`src/rtl/tlbcfg_pkg.sv`:
```
// Package: shared state and command types for the TLB configuration controller.
// Assumes the magic words fit in the narrowest input (27 bits).
package tlbcfg_pkg;

    typedef enum logic [2:0] {
        ST_IDLE  = 3'd0,
        ST_MODE  = 3'd1,
        ST_CLR   = 3'd2,
        ST_FAULT = 3'd3,
        ST_RW    = 3'd4,
        ST_BUSY  = 3'd5
    } ctl_state_e;

    typedef enum logic [2:0] {
        CMD_GO_USER   = 3'd0,
        CMD_GO_SYSTEM = 3'd1,
        CMD_CLEAR     = 3'd2,
        CMD_FAULT     = 3'd3,
        CMD_ACCESS    = 3'd4
    } cmd_kind_e;

    localparam logic [31:0] WORD_ON  = 32'h0000_4F4E;
    localparam logic [31:0] WORD_OFF = 32'h004F_4646;
    localparam logic [31:0] WORD_RST = 32'h0052_5354;

endpackage

```
`src/rtl/tlbcfg_decode.sv`:
```
// Module: classifies the current address/data/mode into one command kind.
// Purely combinational; priority is mode word, clear word, fault check, access.
// Assumes magic words are compared zero-extended to the input widths.
module tlbcfg_decode
    import tlbcfg_pkg::*;
#(
    parameter int ADDR_W   = 27,
    parameter int DATA_W   = 32,
    parameter int VIRT_BIT = 26
) (
    input  logic [ADDR_W-1:0] addr_in,
    input  logic [DATA_W-1:0] data_in,
    input  logic              user_mode_in,
    output cmd_kind_e         kind_o
);

    logic is_on, is_off, is_rst;

    // Match each magic word on both inputs at once.
    always_comb begin
        is_on  = (addr_in == ADDR_W'(WORD_ON))  && (data_in == DATA_W'(WORD_ON));
        is_off = (addr_in == ADDR_W'(WORD_OFF)) && (data_in == DATA_W'(WORD_OFF));
        is_rst = (addr_in == ADDR_W'(WORD_RST)) && (data_in == DATA_W'(WORD_RST));
    end

    // Resolve the command kind in priority order.
    always_comb begin
        if (is_on)
            kind_o = CMD_GO_USER;
        else if (is_off)
            kind_o = CMD_GO_SYSTEM;
        else if (is_rst)
            kind_o = CMD_CLEAR;
        else if (user_mode_in || !addr_in[VIRT_BIT])
            kind_o = CMD_FAULT;
        else
            kind_o = CMD_ACCESS;
    end

endmodule

```
`src/rtl/tlbcfg_fsm.sv`:
```
// Module: sequencing state machine plus capture of the request at its start.
// A request starts only in idle on a high-to-low transition of ready_in.
// Assumes an asynchronous active-low reset.
module tlbcfg_fsm
    import tlbcfg_pkg::*;
#(
    parameter int ADDR_W = 27,
    parameter int DATA_W = 32
) (
    input  logic              clk,
    input  logic              rst_n,
    input  logic              ready_in,
    input  logic              write_in,
    input  logic [ADDR_W-1:0] addr_in,
    input  logic [DATA_W-1:0] data_in,
    input  cmd_kind_e         kind_i,
    output ctl_state_e        state_o,
    output logic              user_sel_o,
    output logic              wr_o,
    output logic [ADDR_W-1:0] addr_o,
    output logic [DATA_W-1:0] data_o
);

    ctl_state_e state_q, state_d;
    logic       ready_q;
    logic       start;

    // Detect the start condition from the previous ready sample.
    always_comb start = (state_q == ST_IDLE) && ready_q && !ready_in;

    // Choose the next state.
    always_comb begin
        state_d = state_q;
        unique case (state_q)
            ST_IDLE: begin
                if (start) begin
                    unique case (kind_i)
                        CMD_GO_USER, CMD_GO_SYSTEM: state_d = ST_MODE;
                        CMD_CLEAR:                  state_d = ST_CLR;
                        CMD_FAULT:                  state_d = ST_FAULT;
                        default:                    state_d = ST_RW;
                    endcase
                end
            end
            ST_RW:   state_d = ST_BUSY;
            default: state_d = ST_IDLE;
        endcase
    end

    // State register and ready history.
    always_ff @(posedge clk or negedge rst_n) begin
        if (!rst_n) begin
            state_q <= ST_IDLE;
            ready_q <= 1'b1;
        end else begin
            state_q <= state_d;
            ready_q <= ready_in;
        end
    end

    // Capture the request fields on the start edge.
    always_ff @(posedge clk or negedge rst_n) begin
        if (!rst_n) begin
            user_sel_o <= 1'b0;
            wr_o       <= 1'b0;
            addr_o     <= '0;
            data_o     <= '0;
        end else if (start) begin
            user_sel_o <= (kind_i == CMD_GO_USER);
            wr_o       <= write_in;
            addr_o     <= addr_in;
            data_o     <= data_in;
        end
    end

    always_comb state_o = state_q;

endmodule

```
`src/rtl/tlbcfg_outmux.sv`:
```
// Module: derives all outputs from the state and the captured request.
// Every strobe is inactive and index/data are zero outside their states.
// Assumes VIRT_BIT >= VPN_W so the virtual page slice lies below the flag.
module tlbcfg_outmux
    import tlbcfg_pkg::*;
#(
    parameter int ADDR_W   = 27,
    parameter int DATA_W   = 32,
    parameter int IDX_W    = 4,
    parameter int PAY_W    = 16,
    parameter int VIRT_BIT = 26
) (
    input  ctl_state_e        state_i,
    input  logic              user_sel_i,
    input  logic              wr_i,
    input  logic [ADDR_W-1:0] addr_i,
    input  logic [DATA_W-1:0] data_i,
    output logic              mode_val_o,
    output logic              mode_en_o,
    output logic              tlb_rst_n_o,
    output logic              fault_o,
    output logic              tlb_en_o,
    output logic              tlb_wr_o,
    output logic [IDX_W-1:0]  tlb_idx_o,
    output logic [DATA_W-1:0] tlb_data_o
);

    localparam int VPN_W = DATA_W - PAY_W;

    logic              in_access;
    logic [DATA_W-1:0] entry_word;

    // Join the virtual page from the address with the payload from the data.
    always_comb entry_word = {addr_i[VIRT_BIT-1 -: VPN_W], data_i[PAY_W-1:0]};

    // Decode state into the output strobes and buses.
    always_comb begin
        in_access   = (state_i == ST_RW) || (state_i == ST_BUSY);
        mode_en_o   = (state_i == ST_MODE);
        mode_val_o  = (state_i == ST_MODE) && user_sel_i;
        tlb_rst_n_o = (state_i != ST_CLR);
        fault_o     = (state_i == ST_FAULT);
        tlb_en_o    = in_access;
        tlb_wr_o    = (state_i == ST_BUSY) && wr_i;
        tlb_idx_o   = in_access ? addr_i[IDX_W-1:0] : '0;
        tlb_data_o  = (in_access && wr_i) ? entry_word : '0;
    end

endmodule

```
`src/rtl/tlbcfg_ctrl.sv`:
```
// Module: top of the TLB configuration controller.
// Takes a start strobe from a bus-slave front end and turns the request into
// mode, clear, fault or TLB access pulses. Assumes the mode register and the
// TLB storage are outside and react to the strobes on the next edge.
module tlbcfg_ctrl
    import tlbcfg_pkg::*;
#(
    parameter int ADDR_W   = 27,
    parameter int DATA_W   = 32,
    parameter int IDX_W    = 4,
    parameter int PAY_W    = 16,
    parameter int VIRT_BIT = ADDR_W - 1
) (
    input  logic              clk,
    input  logic              rst_n,
    input  logic              ready_in,
    input  logic              write_in,
    input  logic              user_mode_in,
    input  logic [ADDR_W-1:0] addr_in,
    input  logic [DATA_W-1:0] data_in,
    output logic              mode_val_o,
    output logic              mode_en_o,
    output logic              tlb_rst_n_o,
    output logic              fault_o,
    output logic              tlb_en_o,
    output logic              tlb_wr_o,
    output logic [IDX_W-1:0]  tlb_idx_o,
    output logic [DATA_W-1:0] tlb_data_o
);

    cmd_kind_e         kind;
    ctl_state_e        state;
    logic              user_sel;
    logic              wr_cap;
    logic [ADDR_W-1:0] addr_cap;
    logic [DATA_W-1:0] data_cap;

    tlbcfg_decode #(
        .ADDR_W(ADDR_W), .DATA_W(DATA_W), .VIRT_BIT(VIRT_BIT)
    ) u_decode (
        .addr_in(addr_in), .data_in(data_in),
        .user_mode_in(user_mode_in), .kind_o(kind)
    );

    tlbcfg_fsm #(
        .ADDR_W(ADDR_W), .DATA_W(DATA_W)
    ) u_fsm (
        .clk(clk), .rst_n(rst_n), .ready_in(ready_in), .write_in(write_in),
        .addr_in(addr_in), .data_in(data_in), .kind_i(kind),
        .state_o(state), .user_sel_o(user_sel), .wr_o(wr_cap),
        .addr_o(addr_cap), .data_o(data_cap)
    );

    tlbcfg_outmux #(
        .ADDR_W(ADDR_W), .DATA_W(DATA_W), .IDX_W(IDX_W),
        .PAY_W(PAY_W), .VIRT_BIT(VIRT_BIT)
    ) u_out (
        .state_i(state), .user_sel_i(user_sel), .wr_i(wr_cap),
        .addr_i(addr_cap), .data_i(data_cap),
        .mode_val_o(mode_val_o), .mode_en_o(mode_en_o),
        .tlb_rst_n_o(tlb_rst_n_o), .fault_o(fault_o),
        .tlb_en_o(tlb_en_o), .tlb_wr_o(tlb_wr_o),
        .tlb_idx_o(tlb_idx_o), .tlb_data_o(tlb_data_o)
    );

endmodule

```
`config.mk`:
```
export PLATFORM = sky130hd
export DESIGN_NAME = tlbcfg_ctrl
export DESIGN_NICKNAME = d
export VERILOG_FILES = /design/src/rtl/tlbcfg_pkg.sv /design/src/rtl/tlbcfg_decode.sv /design/src/rtl/tlbcfg_fsm.sv /design/src/rtl/tlbcfg_outmux.sv /design/src/rtl/tlbcfg_ctrl.sv
export SDC_FILE = /design/constraint.sdc
export NUM_CORES = 1
export LEC_CHECK = 0
export BUFFER_PORTS_ARGS = -buffer_cell sky130_fd_sc_hd__buf_2
export CAP_MARGIN = 5
export CORE_ASPECT_RATIO = 1.4
export CORE_UTILIZATION = 49
export CTS_CLUSTER_DIAMETER = 80
export DETAILED_ROUTE_END_ITERATION = 10
export GPL_TIMING_DRIVEN = 0
export PLACE_DENSITY_LB_ADDON = 0.08
export SYNTH_ARGS = -nofsm -noshare
export SYNTH_HDL_FRONTEND = slang
export SYNTH_SLANG_ARGS = --single-unit
```
`constraint.sdc`:
```
create_clock -name clk -period 5.2 [get_ports clk]
set_input_delay 0 -clock clk [delete_from_list [all_inputs] [get_ports clk]]
set_output_delay 0 -clock clk [all_outputs]
set_load 0.01 [all_outputs]
```
==> out/metrics.yaml, run 1 <==
worst_hold_path:
  min_to: "u_fsm.state_o[2]"
  worstHoldPathType: "input pin to flip-flop"
  whs_path_depth: 3
  hold_start: "addr_in[26]"
worst_setup_path:
  r2r-end: "u_fsm.data_o[5]"
  path_max_fanout: 2
  start_kind: "input pin"
  arrival_ns: 2.66
  cp.required_ns: 5.38
  setup.worst_path.class: "input pin to flip-flop"
  worst-r2r-setup-slack_ns: 2.89
  worstRegToRegCells: 5
  r2r-start: "u_fsm.ready_q"
  cp-end-kind: "flip-flop"
power_and_ir_drop:
  leakage_uw: 0.00165
  p_sw_uw: 232
  p_per_area_nw_per_um2: 270
  intPower_uw: 621
  clkPwrFrac_pct: 25.5
  p_seq_share_pct: 51.1
  comb_power_share_pct: 23.4
  vdd_drop_max_mv: 0.248
  switching_share_pct: 27.2
drt:
  wirelength_um: 6310
  firstDrtPassIters: 7
  via_per_inst: 5.62
  ant_nets: 0
  drc: 7
  wl_per_cell_um: 16.9
  drtIter0Drc: 111
  vias: 2103
yosys:
  seq_area_frac_synth_pct: 50.0
  syn_avg_cell_area_um2: 11.8
  netlist.area_leader.share_pct: 48.8
  ys.flop_type: "dfrtp_1"
  synth_edf_count: 0
  synth_top_cells_by_area: "dfrtp_1 (49%), mux2_2 (15%), and3_1 (10%)"
  synth_area_um2: 2100
  syn_nets: 243
  yosysWarnings: 0
  async_flop_share_pct: 100
  synthCells: 179
  yosys.area.top_type: "dfrtp_1"
  synth_seq_cells: 42
  yosys.cell_types.count: 32
layout:
  drive_gt1_share_pct: 44.1
  layout_common_cells: "buf_2 (106), dfrtp_1 (41), dlygate4sd3_1 (39), and3_1 (35), mux2_2 (28)"
  finalNonFillerCells: 374
  diodes: 0
  nNetsFinal: 394
  layout_commonest_cell: "buf_2"
  final_area_um2: 3160
  syn2layout_area_growth_pct: 50.4
place:
  pre_cts_ws_ns: 2.87
  placed_area_um2: 2680
  port_buffers: 105
  place.gp.congestion: 0.786
  placed_cells: 327
  dp_hpwl_um: 4170
sta:
  relSlewSlack_pct: 36.1
  maxSlewViolCount: 0
  max_freq_mhz: 403
  setup_ws_ns: 2.72
  setup_viol: 0
  rsz0062_at_grt: "false"
  fin_tns_setup_ns: 0
  worstMarginPinSlew_ns: 0.958
  finalCritPeriodShare_pct: 47.8
  hold_viol: 0
  layout_min_cycle_time_ns: 2.48
  finalClockSkew_ns: 0.00776
floorplan:
  rows: 27
  num_io_pins: 106
  die_area_um2: 4560
  die_h_um: 79.5
  core_area_um2: 4020
  dieWidth_um: 57.4
  start_util_pct: 52.3
global_route:
  grt_max_degree: 43
  grt-ovfl-total: 0
  grt_pass1_wl_um: 9810
  antenna_found_initial: 0
  grtUsageTotal_pct: 29.0
  grt_pass1_vias: 2108
clocking:
  cts_resized: 0
  clockBufferDepth: 2
  post_cts_buffers: 0
  clkTransAtPathRegs_ns: 0.07
  cts_root_buf: "clkbuf_8"
  ctsHtreeMaxLevel: 2
  cts.sinks: 42
  clk_latency_ns: 0.29
  numCtsBuffers: 5
  cts_tree: "built"
outcome:
  violations: "design-rule violations"
  run_status: "complete, but fails checks"
job:
  maxCapViolations: 0
-- cells in the mapped netlist, types with 2 or more instances --
cell type  instances
a21oi_1            2
nand2_1            7
nor3_1             4
nand4_1            4
nand4b_1           3
dfrtp_1           41
nor2_1             2
nor4b_2            3
nor4bb_1           3
nand2b_1           2
and3_1            35
clkbuf_1          10
mux2_2            28
and2_1             5
mux2_1             9
nor4_1             4
nor4b_1            2
-- stage by stage --
step / utilization, % / power, µW / hold WS, ns
global placement: 66.8 / 608 / 0.112
finish: 78.7 / 854 / 0.0723
floorplan: - / 537 / -0.296
CTS: 78.7 / 853 / 0.0617
detailed placement: 66.8 / 619 / 0.117
global route: 78.7 / 896 / 0.0865
-- power by group through the flow --
stage	Clock [µW]	Combinational, µW	Sequential (µW)
5_1_grt	232	216	448
2_1_floorplan	0	107	430
3_5_place_dp	0	176	443
3_3_place_gp	0	170	438
6_report	217	200	436
4_1_cts	218	199	436
-- sequential cells by signal, summed over array words and instances, names as in the netlist --
register	cells
u_fsm.data_o	16
u_fsm.addr_o	20
u_fsm.ready_q	1
u_fsm.wr_o	1
u_fsm.user_sel_o	1
u_fsm.state_o	3
-- per-layer routing --
metal  global-route usage, %  wire [µm]  share of wire [%]  up-vias
li1                        -          -                  -      972
met1                    32.4       2500                 40     1028
met2                    52.7       3350                 53       88
met3                    5.19        288                4.6       15
met4                    12.4        174                2.8        0
met5                       0          0                  0        -
-- cell families (layout without fill, tap and decap cells) --
logic type | count (synthesis) | in the layout | synth area share (%)
AO/OA/AOI/OAI | 7 | 7 | 2.56
AND/OR/NAND/NOR | 80 | 80 | 25.3
multiplexers | 37 | 37 | 19.8
buffers and inverters | 13 | 165 | 2.38
flip-flops | 42 | 42 | 50.0
-- repair_timing --
action / CTS / global route
endpoints found under the setup margin: 0 / 0
hold buffers: 39 / 0
endpoints found under the hold margin: 79 / 0
-- cell type report --
cell class	instances	area (µm²)
Buffer	11	42.5
Clock buffer	8	90.1
Fill cell	271	856
Inverter	2	7.51
Multi-Input combinational cell	124	1000
Sequential cell	42	1050
Tap cell	43	53.8
Timing Repair Buffer	144	916
-- worst max-delay path by stage --
stage | end | start | slack (ns) | cells past startpoint
after floorplan | u_fsm.addr_o[24] | u_fsm.ready_q | 3.29 | 5
after global placement | u_fsm.data_o[5] | u_fsm.ready_q | 2.89 | 5
after detailed placement | u_fsm.data_o[5] | u_fsm.ready_q | 2.87 | 5
after CTS | u_fsm.state_o[1] | addr_in[15] | 2.69 | 7
after global routing | u_fsm.data_o[4] | u_fsm.ready_q | 2.69 | 5
final | u_fsm.state_o[1] | addr_in[15] | 2.72 | 7
-- critical path: stages --
cell	delay, ns
dlygate4sd3_1	0.53
buf_2	0.13
nor4b_2	0.35
nand4_1	0.22
or4b_1	0.57
or4_1	0.60
o211a_1	0.26
No activity file was read; power rests on OpenSTA's default activity.
==> run 2, diff against run 1 <==
CORE_UTILIZATION = 45   (was 49)
clock period = 2.4 ns   (was 5.2 ns; I/O delays follow)
==> run 2 against run 1 <==
  * The flow now finishes without violations
  * Critical path depth did not move
  * Routed wire length is 3.6% lower
  * Clock power rose to 3.2 times the previous value
==> out/metrics.yaml, run 2 (synthesis gave the netlist of run 1 again) <==
place:
  dp_hpwl_um: 4190
  place.gp.congestion: 0.773
  port_buffers: 105
  placed_cells: 346
layout:
  regArea_um2: 1050
  multi_input_area_um2: 1020
  layout_common_cells: "buf_2 (106), dfrtp_1 (41), dlygate4sd3_1 (39), and3_1 (35), mux2_2 (28)"
  layout_commonest_cell: "buf_2"
  nNetsFinal: 394
  diodes: 0
  drive_gt1_share_pct: 45.6
  finalNonFillerCells: 393
  syn2layout_area_growth_pct: 55.0
  largest_reg_flops: 20
  num-fill-cells: 384
  largest_register: "u_fsm.addr_o"
floorplan:
  die_h_um: 82.9
  rows: 29
  start_util_pct: 46.8
  dieWidth_um: 59.8
  core_area_um2: 4500
  num_io_pins: 106
  die_area_um2: 4960
power_and_ir_drop:
  p_per_area_nw_per_um2: 632
  leakage_uw: 0.00168
  vdd_drop_max_mv: 0.428
drt:
  wl_met1_um: 2520
  drtIter0Drc: 68
  ant_nets: 0
  vias: 2059
  wirelength_um: 6080
  firstDrtPassIters: 4
  drc: 0
  met3_length_um: 291
  via_per_inst: 5.24
  wl_met2_um: 3200
  wl_per_cell_um: 15.5
  routed.top_layer: "met4"
clocking:
  ctsHtreeMaxLevel: 2
  cts.sinks: 42
  clkTransAtPathRegs_ns: 0.08
  cts_tree: "built"
  clk_latency_ns: 0.29
  numCtsBuffers: 5
  post_cts_buffers: 0
  clockBufferDepth: 2
  cts_root_buf: "clkbuf_8"
worst_setup_path:
  path_max_fanout: 2
  arrival_ns: 2.51
  cp-end-kind: "flip-flop"
  cp.required_ns: 2.58
  setup.worst_path.class: "input pin to flip-flop"
  start_kind: "input pin"
outcome:
  run_status: "completed"
sta:
  max_freq_mhz: 428
  relSlewSlack_pct: 38.0
  setup_viol: 0
  hold_viol: 0
  maxSlewViolCount: 0
  worstMarginPinSlew_ns: 0.931
  layout_min_cycle_time_ns: 2.34
  fin_tns_setup_ns: 0
  finalClockSkew_ns: 0.00389
  finalCritPeriodShare_pct: 97.3
  rsz0062_at_grt: "false"
global_route:
  grt_pass1_wl_um: 9610
  antenna_found_initial: 0
  grt_max_degree: 43
  grtUsageTotal_pct: 26.0
  grt-ovfl-total: 0
  grt_pass1_vias: 2058
worst_hold_path:
  worstHoldPathType: "input pin to flip-flop"
job:
  maxCapViolations: 0
## run 2: changes by cell type in the layout (fill, tap and decap cells not counted), sizes merged
cell    delta
clkbuf     -2
bufinv     +2
## run 2: path summary, 6_finish.rpt
path	startpoint	endpoint	slack [ns]	cells past startpoint
worst max register to register	u_fsm.ready_q	u_fsm.data_o[1]	0.25	5
max in group asynchronous	rst_n	u_fsm.addr_o[1]	1.44	2
worst min register to register	u_fsm.data_o[4]	u_fsm.data_o[4]	0.48	1
worst max-delay path	data_in[0]	u_fsm.state_o[1]	0.06	7
min in group asynchronous	rst_n	u_fsm.wr_o	0.38	2
worst min-delay path	data_in[16]	u_fsm.user_sel_o	0.07	4
## run 2: final cells by class
type | count | area share [%]
buffer | 11 | 1.34
multi-input combinational | 124 | 31.3
tap | 62 | 2.38
clock buffer | 6 | 2.53
sequential | 42 | 32.3
timing repair buffer | 144 | 28.1
clock inverter | 2 | 1.84
inverter | 2 | 0.230
## run 2: report_power, final
part | internal, µW | total (µW) | leakage (µW) | switching, µW
clock network | 444 | 688 | 0.0000714 | 244
logic | 243 | 429 | 0.00111 | 187
registers | 869 | 943 | 0.000500 | 73.9
## run 2: per-layer routing
metal	up-vias	GRT usage [%]
li1	971	-
met1	990	31.4
met2	92	46.1
met3	6	4.36
met4	0	6.98
met5	-	0
## run 2: critical path, stage by stage
cell	delay, ns
dlygate4sd3_1	0.53
buf_2	0.13
nor4b_2	0.29
nand4_1	0.17
or4b_1	0.53
or4_1	0.60
o211a_1	0.27
## run 2: repair_timing
item,CTS,global route
hold endpoints to repair,79,0
hold buffers,39,0
setup endpoints to repair,0,10
resized for setup,0,5
## run 2: per-stage QoR
stage | hold WS [ns] | utilization (%) | area [µm²] | power [µW] | setup slack, ns
after detailed placement | 0.117 | 60.2 | 2710 | 1340 | 0.0200
final | 0.0733 | 72.5 | 3260 | 2060 | 0.0643
after CTS | 0.0710 | 72.0 | 3240 | 2070 | 0.00195
after global routing | 0.0900 | 72.5 | 3260 | 2170 | 0.0253
after floorplan | -0.296 | - | 2100 | 1160 | 0.486
after global placement | 0.111 | 60.2 | 2710 | 1320 | 0.0365
